## src/rtl/tmr_stat_pkg.sv

```systemverilog
package tmr_stat_pkg;

  // Overflow flags start one bit above the interrupt flags plus a reserved bit.
  function automatic int unsigned ovf_base(input int unsigned n);
    return n + 1;
  endfunction

  // Enable pairs start at twice the overflow base.
  function automatic int unsigned en_base(input int unsigned n);
    return 2 * (n + 1);
  endfunction

  function automatic int unsigned irq_pos(input int unsigned i);
    return i;
  endfunction

  function automatic int unsigned ovf_pos(input int unsigned n, input int unsigned i);
    return ovf_base(n) + i;
  endfunction

  function automatic int unsigned set_pos(input int unsigned n, input int unsigned i);
    return en_base(n) + 2 * i;
  endfunction

  function automatic int unsigned clr_pos(input int unsigned n, input int unsigned i);
    return en_base(n) + 2 * i + 1;
  endfunction

  // Bits that carry state for n timers in a w-bit word.
  function automatic logic [31:0] used_mask(input int unsigned n);
    logic [31:0] m;
    m = '0;
    for (int unsigned i = 0; i < n; i++) begin
      m[irq_pos(i)]    = 1'b1;
      m[ovf_pos(n, i)] = 1'b1;
      m[set_pos(n, i)] = 1'b1;
      m[clr_pos(n, i)] = 1'b1;
    end
    return m;
  endfunction

endpackage

```

## src/rtl/tmr_bus_decode.sv

```systemverilog
module tmr_bus_decode #(
  parameter int unsigned ADDR_W = 4,
  parameter logic [ADDR_W-1:0] REG_ADDR = '0
) (
  input  logic              bus_wr,
  input  logic              bus_rd,
  input  logic [ADDR_W-1:0] bus_addr,
  output logic              wr_hit,
  output logic              rd_hit
);

  logic addr_match;

  assign addr_match = (bus_addr == REG_ADDR);
  assign wr_hit     = bus_wr & addr_match;
  assign rd_hit     = bus_rd & addr_match;

endmodule

```

## src/rtl/tmr_sticky_bank.sv

```systemverilog
module tmr_sticky_bank #(
  parameter int unsigned N = 3
) (
  input  logic         clk,
  input  logic         rst,
  input  logic [N-1:0] evt,
  input  logic [N-1:0] clr,
  output logic [N-1:0] flag
);

  // One flop per flag; an arriving event has priority over a clear.
  for (genvar g = 0; g < N; g++) begin : g_flag
    logic q;
    always_ff @(posedge clk) begin
      if (rst)         q <= 1'b0;
      else if (evt[g]) q <= 1'b1;
      else if (clr[g]) q <= 1'b0;
    end
    assign flag[g] = q;
  end

endmodule

```

## src/rtl/tmr_enable_ctl.sv

```systemverilog
module tmr_enable_ctl #(
  parameter int unsigned N = 3
) (
  input  logic         clk,
  input  logic         rst,
  input  logic [N-1:0] set_req,
  input  logic [N-1:0] clr_req,
  output logic [N-1:0] en
);

  // The clear position wins when both positions are written with one.
  for (genvar g = 0; g < N; g++) begin : g_en
    logic q;
    always_ff @(posedge clk) begin
      if (rst)             q <= 1'b0;
      else if (clr_req[g]) q <= 1'b0;
      else if (set_req[g]) q <= 1'b1;
    end
    assign en[g] = q;
  end

endmodule

```

## src/rtl/tmr_read_mux.sv

```systemverilog
module tmr_read_mux
  import tmr_stat_pkg::*;
#(
  parameter int unsigned N      = 3,
  parameter int unsigned DATA_W = 16
) (
  input  logic              clk,
  input  logic              rst,
  input  logic              rd_hit,
  input  logic [N-1:0]      irq_flag,
  input  logic [N-1:0]      ovf_flag,
  input  logic [N-1:0]      en,
  output logic [DATA_W-1:0] rdata
);

  logic [DATA_W-1:0] image;

  // Assemble the register image; reserved bits stay zero.
  always_comb begin
    image = '0;
    for (int unsigned i = 0; i < N; i++) begin
      image[irq_pos(i)]    = irq_flag[i];
      image[ovf_pos(N, i)] = ovf_flag[i];
      image[set_pos(N, i)] = en[i];
      image[clr_pos(N, i)] = en[i];
    end
  end

  // Registered read port: present state sampled in the request cycle.
  always_ff @(posedge clk) begin
    if (rst)         rdata <= '0;
    else if (rd_hit) rdata <= image;
    else             rdata <= '0;
  end

endmodule

```

## src/rtl/tmr_stat_reg.sv

```systemverilog
module tmr_stat_reg
  import tmr_stat_pkg::*;
#(
  parameter int unsigned       N        = 3,
  parameter int unsigned       ADDR_W   = 4,
  parameter int unsigned       DATA_W   = 16,
  parameter logic [ADDR_W-1:0] REG_ADDR = 4'h3
) (
  input  logic              clk,
  input  logic              rst,
  input  logic              bus_wr,
  input  logic              bus_rd,
  input  logic [ADDR_W-1:0] bus_addr,
  input  logic [DATA_W-1:0] bus_wdata,
  output logic [DATA_W-1:0] bus_rdata,
  input  logic [N-1:0]      irq_evt,
  input  logic [N-1:0]      ovf_evt,
  output logic [N-1:0]      tmr_en,
  output logic [N-1:0]      irq_req
);

  localparam logic [31:0]       USED_MASK = used_mask(N);
  localparam logic [DATA_W-1:0] RSV_MASK  = ~USED_MASK[DATA_W-1:0];

  logic         wr_hit;
  logic         rd_hit;
  logic [N-1:0] irq_clr;
  logic [N-1:0] ovf_clr;
  logic [N-1:0] en_set;
  logic [N-1:0] en_clr;
  logic [N-1:0] irq_flag;
  logic [N-1:0] ovf_flag;

  // Reserved write bits carry no function.
  logic unused_rsv;
  assign unused_rsv = ^(bus_wdata & RSV_MASK);

  tmr_bus_decode #(
    .ADDR_W  (ADDR_W),
    .REG_ADDR(REG_ADDR)
  ) u_dec (
    .bus_wr  (bus_wr),
    .bus_rd  (bus_rd),
    .bus_addr(bus_addr),
    .wr_hit  (wr_hit),
    .rd_hit  (rd_hit)
  );

  // Split the accepted write word into per-timer requests.
  always_comb begin
    for (int unsigned i = 0; i < N; i++) begin
      irq_clr[i] = wr_hit & bus_wdata[irq_pos(i)];
      ovf_clr[i] = wr_hit & bus_wdata[ovf_pos(N, i)];
      en_set[i]  = wr_hit & bus_wdata[set_pos(N, i)];
      en_clr[i]  = wr_hit & bus_wdata[clr_pos(N, i)];
    end
  end

  tmr_sticky_bank #(.N(N)) u_irq (
    .clk (clk),
    .rst (rst),
    .evt (irq_evt),
    .clr (irq_clr),
    .flag(irq_flag)
  );

  tmr_sticky_bank #(.N(N)) u_ovf (
    .clk (clk),
    .rst (rst),
    .evt (ovf_evt),
    .clr (ovf_clr),
    .flag(ovf_flag)
  );

  tmr_enable_ctl #(.N(N)) u_en (
    .clk    (clk),
    .rst    (rst),
    .set_req(en_set),
    .clr_req(en_clr),
    .en     (tmr_en)
  );

  tmr_read_mux #(
    .N     (N),
    .DATA_W(DATA_W)
  ) u_rd (
    .clk     (clk),
    .rst     (rst),
    .rd_hit  (rd_hit),
    .irq_flag(irq_flag),
    .ovf_flag(ovf_flag),
    .en      (tmr_en),
    .rdata   (bus_rdata)
  );

  assign irq_req = irq_flag;

endmodule

```

## config.mk

```make
export PLATFORM = sky130hd
export DESIGN_NAME = tmr_stat_reg
export DESIGN_NICKNAME = d
export VERILOG_FILES = /design/src/rtl/tmr_stat_pkg.sv /design/src/rtl/tmr_bus_decode.sv /design/src/rtl/tmr_sticky_bank.sv /design/src/rtl/tmr_enable_ctl.sv /design/src/rtl/tmr_read_mux.sv /design/src/rtl/tmr_stat_reg.sv
export SDC_FILE = /design/constraint.sdc
export NUM_CORES = 1
export LEC_CHECK = 0
export BUFFER_PORTS_ARGS = -buffer_cell sky130_fd_sc_hd__buf_2
export CORE_MARGIN = 2
export CORE_UTILIZATION = 39
export DETAILED_ROUTE_END_ITERATION = 8
export GPL_TIMING_DRIVEN = 1
export PLACE_DENSITY = 0.83
export SYNTH_ARGS = -nofsm -noshare
export SYNTH_HDL_FRONTEND = slang
export SYNTH_SLANG_ARGS = --single-unit
```

## constraint.sdc

```tcl
create_clock -name clk -period 1 [get_ports clk]
set_input_delay 0 -clock clk [delete_from_list [all_inputs] [get_ports clk]]
set_output_delay 0 -clock clk [all_outputs]
set_load 0.05 [all_outputs]
```

== Yosys cells after proc, flatten, opt, wreduce, memory -nomap -nowiden ==
Cells that the tools add are included.
W data, S select, Z words.
Storage, ports and cells
  register bits after elaboration: 24
  output and inout bits: 22
Operators by class
  eq/ne operators: 1
  multiplexer cells: 12
  bitwise operators: 15
  reductions and logical operators: 10
Operators with widths (number)
  $and A1 B1 Y1: 14
  $mux W1: 12
  $reduce_bool A2 Y1: 6
  $reduce_or A2 Y1: 4
  $eq A4 B2 Y1 const B: 1
  $not A1 Y1: 1

== Depth between registers and ports, before layout ==
  depth in word-level cells: 5
  gate-level depth with buffers: 4
  depth with buffers taken out: 3

== Cells and area by module ==
A second synthesis with hierarchy kept.
Unflattened totals
  cell total of the unflattened synthesis: 84
  area total of the unflattened synthesis: 803.3 um2
Modules (own cells, without submodules)
  tmr_read_mux: times used 1, cells each 26, area each 315.3 um2
  tmr_sticky_bank: times used 2, cells each 15, area each 127.6 um2
  tmr_enable_ctl: times used 1, cells each 12, area each 108.9 um2
  tmr_stat_reg: times used 1, cells each 13, area each 96.3 um2
  tmr_bus_decode: times used 1, cells each 3, area each 27.5 um2

== Least setup slack after synthesis ==
OpenSTA, ideal clock, no wires.
  path kind: register to output
  start point: register u_rd.rdata[11]
  end point: output port bus_rdata[11]
  data arrival time: 894 ps
  data required time: 1000 ps
  path slack: 106 ps
  stages on the path, launching flop included: 2
  buffers on the path: 1
  cells stage by stage: dfxtp_1 > buf_4
RTL lines
  start: declaration: line tmr_read_mux.sv:13  | output logic [DATA_W-1:0] rdata
  start signal: assignment: line tmr_read_mux.sv:32  | else if (rd_hit) rdata <= image;
  end: declaration: line tmr_stat_reg.sv:15  | output logic [DATA_W-1:0] bus_rdata,
No word-level cell between the ends.

== Worst setup path in the final report ==
  start point: register u_en.g_en[2].q
  end point: output port tmr_en[2]
RTL lines
  start: declaration: line tmr_enable_ctl.sv:13  | logic q;
  start signal: assignment: line tmr_enable_ctl.sv:15  | if (rst) q <= 1'b0;
  start signal: assignment: line tmr_enable_ctl.sv:16  | else if (clr_req[g]) q <= 1'b0;
  start signal: assignment: line tmr_enable_ctl.sv:17  | else if (set_req[g]) q <= 1'b1;
  end: declaration: line tmr_stat_reg.sv:18  | output logic [N-1:0] tmr_en,
No word-level cell between the ends.

==> impl_metrics.ini <==
[place]
preCtsSetupSlack_ns = 0.0515
dpl_cell_area_um2 = 893
place_inst = 133
place.gp.congestion = 0.636
numPortBuffers = 43
dp_hpwl_mm = 1.15

[power_and_ir_drop]
power_density_mw_per_mm2 = 1370
internal_power_mw = 1.05
p_leak_nw = 0.523
power_frac_seq = 0.536
power.share.clock = 0.307
switching_share = 0.248
p_comb_frac = 0.157
finalPower_mw = 1.39
p_switching_mw = 0.346
vdd_ir_drop_max_mv = 0.608

[sta]
hold_ws_ns = 0.0318
fmax_mhz = 1090
tns_ns = 0
setup_viol = 0
slew_violations = 0
hold_viol = 0
rsz0062_at_grt = false
min_period_ns = 0.920
skew_ns = 0.000735
setup_ws_ns = 0.0795
finalCritPeriodShare = 0.920

[yosys]
synth.yosys.seq_area_share = 0.486
syn_inst = 77
yosys.area.top_type_share = 0.486
synthFlopType = dfxtp_1
yosys_warnings = 0
synth_edf_count = 0
synth_common_cells = dfxtp_1 (18), buf_4 (13), and2_1 (10)
synth_area_per_cell_um2 = 9.64
synth_most_common_cell = dfxtp_1
synth-seq-cells = 18
syn-cell-area_um2 = 742
synthTopCellsByArea = dfxtp_1 (49%), buf_4 (13%), and2_1 (8.4%)
async_reset_ff_frac = 0
synthDistinctLibCells = 15
synth_largest_area_cell = dfxtp_1

[global_routing]
grt_pass1_vias = 566
grtUsageTotal = 0.141
grt_max_degree = 11
grt_pass1_wl_mm = 2.21
grtUsageMet2 = 0.265
top_usage_layer = met2
gr-usage-met3 = 0.0226
grt_antenna_before_repair = 0
overflow = 0
grt.met1_usage = 0.149

[job]
max-cap-violations = 0

[routing]
via_per_inst = 4.47
wl_per_cell_um = 10.7
detail-route-antenna-nets = 0
drt-initial-drc-count = 2
route.vias.total = 652
drt_pass1_iterations = 2
drt-total-wl_mm = 1.57
drc = 0

[die]
die-area_mm2 = 0.00227
rows = 15
dieHeight_um = 47.6
initial_core_util = 0.421
die_x_um = 47.6
coreArea_mm2 = 0.00176
ioPinCount = 52

[cells_and_area]
final_area_mm2 = 0.00102
drive_gt1_frac = 0.413
finalNonFillerCells = 146
utilization = 0.578
areaGrowthSynthToFinish_pct = 37.4
antenna_cells = 0
finalNetCount = 152

[clock_tree]
numCtsBuffers = 3
cts_resized = 0
htreeDepth = 1
path_clk_slew_ns = 0.10
cts_hold_buf = 9
cts_sinks = 18
cts_tree = yes
clock_path_buffers = 2
clk_latency_ns = 0.28
cts_root_buf = clkbuf_4
cts_setup_buffers = 0

[worst_setup_path]
cp_num_buf_inv = 1
cpPeakStageDelay_ns = 0.36
cp_cell_sequence = buf_2
worstPathArrival_ns = 0.92
end_kind = output pin
crit_type = reg2out
critPathSlowestCell = dfxtp_1
crit_family = flip-flops
cp-start-kind = flop
cp_max_fo = 3
cp.required_ns = 1.00

[worst_hold_path]
hold_class = in2reg

[outcome]
status = finished clean
## logic make-up (layout without fill, tap and decap cells)
group                  Yosys count  in the layout  synth area share
and+or+nand+nor                 19             19             0.199
buffers and inverters           21             62             0.174
other                            1              4           0.00505
AOI/OAI and AO/OA               18             18             0.137
DFF                             18             18             0.486
## cell usage in the layout, fill, tap and decap left out, types with 4 or more instances in the layout
master         synthesis  layout
a21oi_1                6       6
and2_1                10      10
buf_2                  1      43
conb_1                 1       4
dfxtp_1               18      18
dlygate4sd3_1          0       9
inv_1                  6       6
nand2_1                6       6
o21ai_0                6       6
## power by group through the flow
| stage | logic, mW | registers, mW | clock network (mW) |
|---|---|---|---|
| 2_1_floorplan | 0.146 | 0.764 | 0 |
| 3_3_place_gp | 0.188 | 0.761 | 0 |
| 3_5_place_dp | 0.192 | 0.763 | 0 |
| 4_1_cts | 0.218 | 0.746 | 0.442 |
| 5_1_grt | 0.237 | 0.749 | 0.469 |
| 6_report | 0.219 | 0.746 | 0.428 |
## path summary, 6_finish.rpt
kind	startpoint	endpoint	slack, ns	cells past startpoint
setup / recovery	u_en.g_en[2].q	tmr_en[2]	0.08	1
hold reg to reg	u_ovf.g_flag[0].q	u_rd.rdata[4]	0.46	1
hold / removal	rst	u_ovf.g_flag[0].q	0.03	2
setup reg to reg	u_en.g_en[0].q	u_en.g_en[0].q	0.25	2
## sequential cells by signal, summed over array words and instances, names as in the netlist
name / count
u_en.g_en.q: 3
u_irq.g_flag.q: 3
u_ovf.g_flag.q: 3
u_rd.rdata: 9
## metal layers
layer | vias up | share of wire
met3 | 2 | 0.064
met2 | 33 | 0.56
met5 | - | 0
met1 | 292 | 0.36
met4 | 0 | 0.017
li1 | 325 | -
## final cells by class
| cell class | instances | area (µm²) |
|---|---|---|
| Inverter | 6 | 22.5 |
| Multi-Input combinational cell | 41 | 264 |
| Sequential cell | 18 | 360 |
| Clock buffer | 4 | 36.3 |
| Timing Repair Buffer | 52 | 305 |
| Fill cell | 170 | 744 |
| Tap cell | 25 | 31.3 |
Power figures use the tool's default switching activity.
